--- config.mk ---
export PLATFORM = sky130hd
export DESIGN_NAME = sector_guard
export DESIGN_NICKNAME = d
export VERILOG_FILES = /design/src/rtl/sg_pkg.sv /design/src/rtl/sg_datapath.sv /design/src/rtl/sg_ctrl.sv /design/src/rtl/sector_guard.sv
export SDC_FILE = /design/constraint.sdc
export NUM_CORES = 1
export LEC_CHECK = 0
export CORE_MARGIN = 1
export CORE_UTILIZATION = 39
export DETAILED_ROUTE_END_ITERATION = 16
export HOLD_SLACK_MARGIN = 0.08
export PLACE_DENSITY = 0.75
export RECOVER_POWER = 25
export SLEW_MARGIN = 20
export SYNTH_ARGS = -nofsm -noshare
export SYNTH_HDL_FRONTEND = slang
export SYNTH_SLANG_ARGS = --single-unit
--- constraint.sdc ---
create_clock -name clk -period 1.9 [get_ports clk]
set_input_delay 0.38 -clock clk [delete_from_list [all_inputs] [get_ports clk]]
set_output_delay 0.38 -clock clk [all_outputs]
set_load 0.005 [all_outputs]
--- src/rtl/sg_pkg.sv ---
package sg_pkg;
  typedef struct packed {
    logic lockWe;   // load the addressed lock register
    logic errSet;   // a request is being rejected
    logic errClr;   // clear-status command
  } sgStrobe_t;
endpackage

--- src/rtl/sg_datapath.sv ---
module sg_datapath #(
  parameter int ADDR_W = 20,
  parameter int SECT_W = 4,
  parameter int DATA_W = 8
) (
  input  logic                clk,
  input  logic                resetN,
  input  sg_pkg::sgStrobe_t   strobe,
  input  logic [ADDR_W-1:0]   reqAddr,
  input  logic [SECT_W-1:0]   lockWrSector,
  input  logic [1:0]          lockWrData,
  input  logic [SECT_W-1:0]   lockRdSector,
  output logic [1:0]          lockRdData,
  input  logic                rdValid,
  input  logic [ADDR_W-1:0]   rdAddr,
  input  logic [DATA_W-1:0]   arrayData,
  output logic                arrayRdEn,
  output logic [DATA_W-1:0]   rdData,
  output logic                reqWrLocked,
  output logic                reqIsTop,
  output logic                protErr
);
  localparam int NUM_SECT = 1 << SECT_W;
  localparam logic [SECT_W-1:0] TOP_SECT = SECT_W'(NUM_SECT - 1);

  logic [1:0] lockBits [NUM_SECT];
  logic [SECT_W-1:0] reqSect, rdSect;
  logic rdLocked;

  genvar s;
  generate
    for (s = 0; s < NUM_SECT; s++) begin : gLock
      always_ff @(posedge clk or negedge resetN) begin
        if (!resetN)
          lockBits[s] <= '0;
        else if (strobe.lockWe && lockWrSector == SECT_W'(s))
          lockBits[s] <= lockWrData;
      end
    end
  endgenerate

  always_ff @(posedge clk or negedge resetN) begin
    if (!resetN)
      protErr <= 1'b0;
    else if (strobe.errSet)
      protErr <= 1'b1;
    else if (strobe.errClr)
      protErr <= 1'b0;
  end

  always_comb begin
    reqSect     = reqAddr[ADDR_W-1 -: SECT_W];
    rdSect      = rdAddr[ADDR_W-1 -: SECT_W];
    reqWrLocked = lockBits[reqSect][0];
    reqIsTop    = (reqSect == TOP_SECT);
    rdLocked    = lockBits[rdSect][1];
    arrayRdEn   = rdValid && !rdLocked;
    rdData      = rdLocked ? '0 : arrayData;
    lockRdData  = lockBits[lockRdSector];
  end
endmodule

--- src/rtl/sg_ctrl.sv ---
module sg_ctrl (
  input  logic              clk,
  input  logic              resetN,
  input  logic              topLockN,
  input  logic              wpN,
  input  logic              vppLow,
  input  logic              vccLockout,
  input  logic              busy,
  input  logic              reqValid,
  input  logic              reqWrLocked,
  input  logic              reqIsTop,
  input  logic              lockWrEn,
  input  logic              clrStatus,
  output sg_pkg::sgStrobe_t strobe,
  output logic              reqGrant,
  output logic              reqReject
);
  logic supplyOk, pinOk, allowed;

  always_comb begin
    supplyOk      = !vppLow && !vccLockout;
    pinOk         = reqIsTop ? topLockN : wpN;
    allowed       = supplyOk && pinOk && !reqWrLocked;
    strobe.lockWe = lockWrEn && !busy;
    strobe.errSet = reqValid && !allowed;
    strobe.errClr = clrStatus;
  end

  always_ff @(posedge clk or negedge resetN) begin
    if (!resetN) begin
      reqGrant  <= 1'b0;
      reqReject <= 1'b0;
    end else begin
      reqGrant  <= reqValid && allowed;
      reqReject <= reqValid && !allowed;
    end
  end
endmodule

--- src/rtl/sector_guard.sv ---
module sector_guard #(
  parameter int ADDR_W = 20,
  parameter int SECT_W = 4,
  parameter int DATA_W = 8
) (
  input  logic              clk,
  input  logic              rstN,
  input  logic              initN,
  input  logic              topLockN,
  input  logic              wpN,
  input  logic              vppLow,
  input  logic              vccLockout,
  input  logic              busy,
  input  logic              reqValid,
  input  logic [ADDR_W-1:0] reqAddr,
  output logic              reqGrant,
  output logic              reqReject,
  input  logic              lockWrEn,
  input  logic [SECT_W-1:0] lockWrSector,
  input  logic [1:0]        lockWrData,
  input  logic [SECT_W-1:0] lockRdSector,
  output logic [1:0]        lockRdData,
  input  logic              clrStatus,
  output logic              protErr,
  input  logic              rdValid,
  input  logic [ADDR_W-1:0] rdAddr,
  input  logic [DATA_W-1:0] arrayData,
  output logic              arrayRdEn,
  output logic [DATA_W-1:0] rdData
);
  logic resetN;
  logic reqWrLocked, reqIsTop;
  sg_pkg::sgStrobe_t strobe;

  assign resetN = rstN && initN;

  sg_ctrl uCtrl (
    .clk(clk), .resetN(resetN), .topLockN(topLockN), .wpN(wpN),
    .vppLow(vppLow), .vccLockout(vccLockout), .busy(busy),
    .reqValid(reqValid), .reqWrLocked(reqWrLocked), .reqIsTop(reqIsTop),
    .lockWrEn(lockWrEn), .clrStatus(clrStatus), .strobe(strobe),
    .reqGrant(reqGrant), .reqReject(reqReject)
  );

  sg_datapath #(.ADDR_W(ADDR_W), .SECT_W(SECT_W), .DATA_W(DATA_W)) uData (
    .clk(clk), .resetN(resetN), .strobe(strobe), .reqAddr(reqAddr),
    .lockWrSector(lockWrSector), .lockWrData(lockWrData),
    .lockRdSector(lockRdSector), .lockRdData(lockRdData),
    .rdValid(rdValid), .rdAddr(rdAddr), .arrayData(arrayData),
    .arrayRdEn(arrayRdEn), .rdData(rdData),
    .reqWrLocked(reqWrLocked), .reqIsTop(reqIsTop), .protErr(protErr)
  );
endmodule

# After elaboration in Yosys (flattened, before gate mapping)
# Cells that the tools add are included.
[op_classes]
add_sub_neg = 0
mul = 0
div = 0
magnitude_cmp = 3
n_eq_ne = 16
shifts = 0
muxes = 13
bitwise = 3
reduce_logical = 32
[op_table]
columns = ["cell", "n"]
rows = [
  ["equality test 4 bit, second input constant", 9],
  ["binary-select mux 2 bit (select 4 bit)", 3],
  ["logical AND 1 bit", 24],
  ["equality test 4 x 3 -> 1 bit, second input constant", 4],
  [">= comparator 5 bit, second input constant", 3],
  ["inverter 4 -> 5 bit", 3],
  ["equality test 4 x 2 -> 1 bit, second input constant", 2],
  ["2-to-1 mux 2 bit", 4],
  ["2-to-1 mux 8 bit", 1],
  ["zero test 1 bit", 6],
  ["2-to-1 mux 1 bit", 5],
  ["equality test 4 x 1 -> 1 bit, second input constant", 1],
  ["zero test 4 bit", 1],
  ["nonzero test 2 bit", 1],
]
[totals]
reg_bits = 35
latch_bits = 0
mem_bits_rw = 0
rom_bits = 0
inputBits = 70
n_memories = 0

# Depth between registers and ports, before layout
[depth]
ltp_word = 9
mapped_depth = 5
depth_no_buf = 4

# Modules after synthesis
# A second synthesis with hierarchy kept.
[unflattened]
hier_cells = 169
hier_area_um2 = 2117.0
[modules_own_cells]
columns = ["mod", "instances", "cells_per_inst", "area_each_um2", "seq_area_each_um2"]
rows = [
  ["sg_datapath", 1, 160, 2010.7, 825.8],
  ["sg_ctrl", 1, 8, 100.1, 50.0],
  ["sector_guard", 1, 1, 6.3, 0.0],
]

# Worst setup path after synthesis
# OpenSTA, ideal clock, no wires.
[synth_path]
path_kind = "input -> output"
start = "in rdAddr[16]"
end = "out arrayRdEn"
t_arrival_ps = 1608
setup_slack_ps = -88
cell_stages = 3
path_buffers = 0
cell_sequence = "mux4_1 > mux4_2 > nor2b_1"
[synth_via]
elab_chain_len = 6
[synth_lines]
columns = ["element", "line_no", "rtl"]
rows = [
  ["start: declaration", "sector_guard.sv:26", "input logic [ADDR_W-1:0] rdAddr,"],
  ["inverter 4 -> 5 bit (implied by the code)", "sg_datapath.sv:56", "rdLocked = lockBits[rdSect][1];"],
  ["binary-select mux 2 bit (select 4 bit)", "sg_datapath.sv:56", ""],
  ["2-to-1 mux 2 bit (implied by the code) (2 in series)", "sg_datapath.sv:56", ""],
  ["zero test 1 bit", "sg_datapath.sv:57", "arrayRdEn = rdValid && !rdLocked;"],
  ["logical AND 1 bit", "sg_datapath.sv:57", ""],
  ["end: declaration", "sector_guard.sv:28", "output logic arrayRdEn,"],
]
# Every way passes these cells. The select of a mux whose other input is x is not followed.

# Worst setup path in the final report
[layout_path]
start = "reg uData.lockBits[1] (netlist bit)"
end = "out rdData[0]"
[layout_via]
elab_chain_len = 4
[layout_lines]
columns = ["element", "line_no", "rtl"]
rows = [
  ["start: declaration", "sg_datapath.sv:26", "logic [1:0] lockBits [NUM_SECT];"],
  ["start signal: indexed assignment", "sg_datapath.sv:37", "lockBits[s] <= lockWrData;"],
  ["binary-select mux 2 bit (select 4 bit)", "sg_datapath.sv:56", ""],
  ["2-to-1 mux 2 bit (implied by the code) (2 in series)", "sg_datapath.sv:56", ""],
  ["2-to-1 mux 8 bit", "sg_datapath.sv:58", "rdData = rdLocked ? '0 : arrayData;"],
  ["end: declaration", "sector_guard.sv:29", "output logic [DATA_W-1:0] rdData"],
]
# Every way passes these cells. The select of a mux whose other input is x is not followed.

==> flow_metrics.tcl <==
set metrics [dict create \
    ant_nets 0 \
    period_share 1.30 \
    numPortBuffers 51 \
    syn_nets 214 \
    die-area_um2 5450 \
    rsz0062_at_grt "yes" \
    grt_pass1_wl_um 8890 \
    crit_path_start_kind "register" \
    cts_hold_buffers 0 \
    setup_viol 11 \
    cp_top_family "multiplexers" \
    critPathMaxStageDelay_ns 0.54 \
    area_growth_pct 48.9 \
    path_clk_slew_ns 0.07 \
    cts_tree "done" \
    worstPathArrival_ns 2.09 \
    initial_core_util 0.415 \
    ir_drop_uv 460 \
    ys_ff_latch 35 \
    layout_setup_ws_ns -0.572 \
    fmax_mhz 405 \
    die_h_um 73.8 \
    crit_top_cell "mux4_2" \
    clockBufferDepth 2 \
    grt_use_total 0.229 \
    fin_area_um2 3000 \
    placed_cell_area_um2 2840 \
    synth_warnings 0 \
    skew_ns 0.00465 \
    path_max_fanout 3 \
    hold_viol_final 0 \
    status "finished, violations left" \
    core.rowCount 25 \
    routed_via_density 5.31 \
    fin_crit_ns 2.47 \
    io_pins 84 \
    tns_ns -5.55 \
    required_ns 1.52 \
    syn_inst 144 \
    n_antenna_cell 0 \
    fill_cells 367 \
    multiInputGateArea_um2 1150 \
    core_um2 4850 \
    numCtsBuffers 5 \
    p_leak_nw 1.34 \
    firstDrtPassIters 4 \
    finalNetCount 309 \
    worstSkewPairLatency_ns 0.29 \
    h-tree-depth 2 \
    maxCapViolations 0 \
    drt_iter0_drc 95 \
    dieWidth_um 73.8 \
    final_cell_mix "35 x dfrtp_1, 34 x clkdlybuf4s50_1, 33 x mux2_2" \
    place_congestion 0.771 \
    drive_above_1_share 0.496 \
    grt_pass1_vias 1789 \
    whs_ns 0.518 \
    cts_root_buf "clkbuf_8" \
    cpMaxStageDelayCell "mux4_2" \
    violations "negative setup slack" \
    tightest_slew_ns 0.871 \
    timing.slew.headroom 0.419 \
    num_vias 1620 \
    worstSetupPathType "register to output port" \
    final_core_util 0.618 \
    synth.distinct_cells 28 \
    slew_violations 0 \
    grt-ovfl-total 0 \
    antenna_found_initial 0 \
    cp_cell_sequence "mux4_2 > mux4_2 > buf_6 > nor2b_1 > buf_2" \
    synth.avg_cell_area_um2 14.0 \
    r2r_setup_slack_ns 0.15 \
    avgRoutedWirePerCell_um 17.7 \
    cts_sinks 35 \
    hold_path.class "register to register" \
    cp-end-kind "output port" \
    power_density_nw_per_um2 782 \
    crit_buf_inv 2 \
    instances_no_fill 305 \
    dp_cells 291 \
    ys_seq_area_frac 0.435 \
    synth_area_um2 2010 \
    routed_wl_um 5400 \
    seq_area_um2 876 \
    final_common_cell "dfrtp_1" \
    drc_errors 0 \
    grt_max_degree 36 \
    dp_hpwl_um 4100 \
]
-- per-layer routing --
| metal | track usage | routed length [um] |
|---|---|---|
| met5 | 0 | 0 |
| met4 | 0.0748 | 83 |
| met3 | 0.0508 | 155 |
| met2 | 0.402 | 2950 |
| met1 | 0.280 | 2210 |
-- cells by family after synthesis --
kind of cell	after synthesis	share of synthesized area
AND/OR/NAND/NOR	46	0.135
flip-flops	35	0.435
AO/OA/AOI/OAI	2	0.00746
multiplexers	54	0.408
buffers and inverters	7	0.0137
-- synth_stat cells, drive strengths merged --
master | instances | area [um2]
mux4 | 18 | 420
nor3 | 1 | 5.00
a31oi | 1 | 6.26
and4 | 1 | 8.76
nand3 | 2 | 10.0
o2111ai | 1 | 8.76
nor4b | 1 | 8.76
dfrtp | 35 | 876
buf | 1 | 5.00
nor4bb | 2 | 20.0
nand2 | 11 | 41.3
and2 | 1 | 6.26
and3 | 2 | 12.5
or2 | 1 | 6.26
clkbuf | 5 | 18.8
inv | 1 | 3.75
mux2i | 3 | 30.0
nand2b | 1 | 6.26
nor3b | 2 | 15.0
or3 | 1 | 6.26
nand3b | 1 | 7.51
mux2 | 33 | 372
nor2b | 12 | 77.6
nand4 | 2 | 12.5
nand4b | 2 | 17.5
nor2 | 3 | 11.3
-- layout make-up --
cell class | instances | share of cell area
Multi-Input combinational cell | 103 | 0.382
Sequential cell | 35 | 0.292
Timing Repair Buffer | 93 | 0.272
Tap cell | 67 | 0.0280
Clock buffer | 6 | 0.0242
Inverter | 1 | 0.00125
-- state kept, by name (all words and copies together) (netlist names) --
name             flops
uData.protErr        1
uData.lockBits      32
uCtrl.reqReject      1
uCtrl.reqGrant       1
-- power breakdown --
part | internal (mW) | leakage [nW] | switching, mW | total [mW]
logic | 0.591 | 0.852 | 0.293 | 0.884
clock network | 0.244 | 0.0371 | 0.243 | 0.487
registers | 0.883 | 0.455 | 0.0917 | 0.975
-- what timing repair did --
action                                 4_1_cts  5_1_grt
resized for setup                           66        6
endpoints found under the hold margin        0        0
setup buffers                                6        2
gates cloned                                 1        0
setup endpoints to repair                   14       13
-- path summary, 6_finish.rpt --
path	from	endpoint	cells after the start
min in group asynchronous	initN	uCtrl.reqReject$_DFF_PN0_	3
worst max-delay path	uData.lockBits[1]$_DFFE_PN0P_	rdData[0]	5
max in group asynchronous	rstN	uData.lockBits[13]$_DFFE_PN0P_	3
worst max register to register	uData.lockBits[26]$_DFFE_PN0P_	uCtrl.reqGrant$_DFF_PN0_	6
worst min register to register	uData.protErr$_DFFE_PN0P_	uData.protErr$_DFFE_PN0P_	2
worst min-delay path	uData.protErr$_DFFE_PN0P_	uData.protErr$_DFFE_PN0P_	2
-- metrics by stage --
step                setup WS (ns)  total power, mW
CTS                        -0.569             2.33
floorplan                 -0.0387             1.33
detailed placement          -1.29             1.78
global route               -0.639             2.48
global placement            -1.21             1.74
finish                     -0.572             2.35
-- worst reg2reg max path, stage by stage (launching register included) --
cell	delay, ns
dfrtp_1	0.39
buf_4	0.13
buf_4	0.12
mux4_2	0.46
or2_2	0.30
nand4b_1	0.10
and4_1	0.19
(Power assumes the default switching activity.)
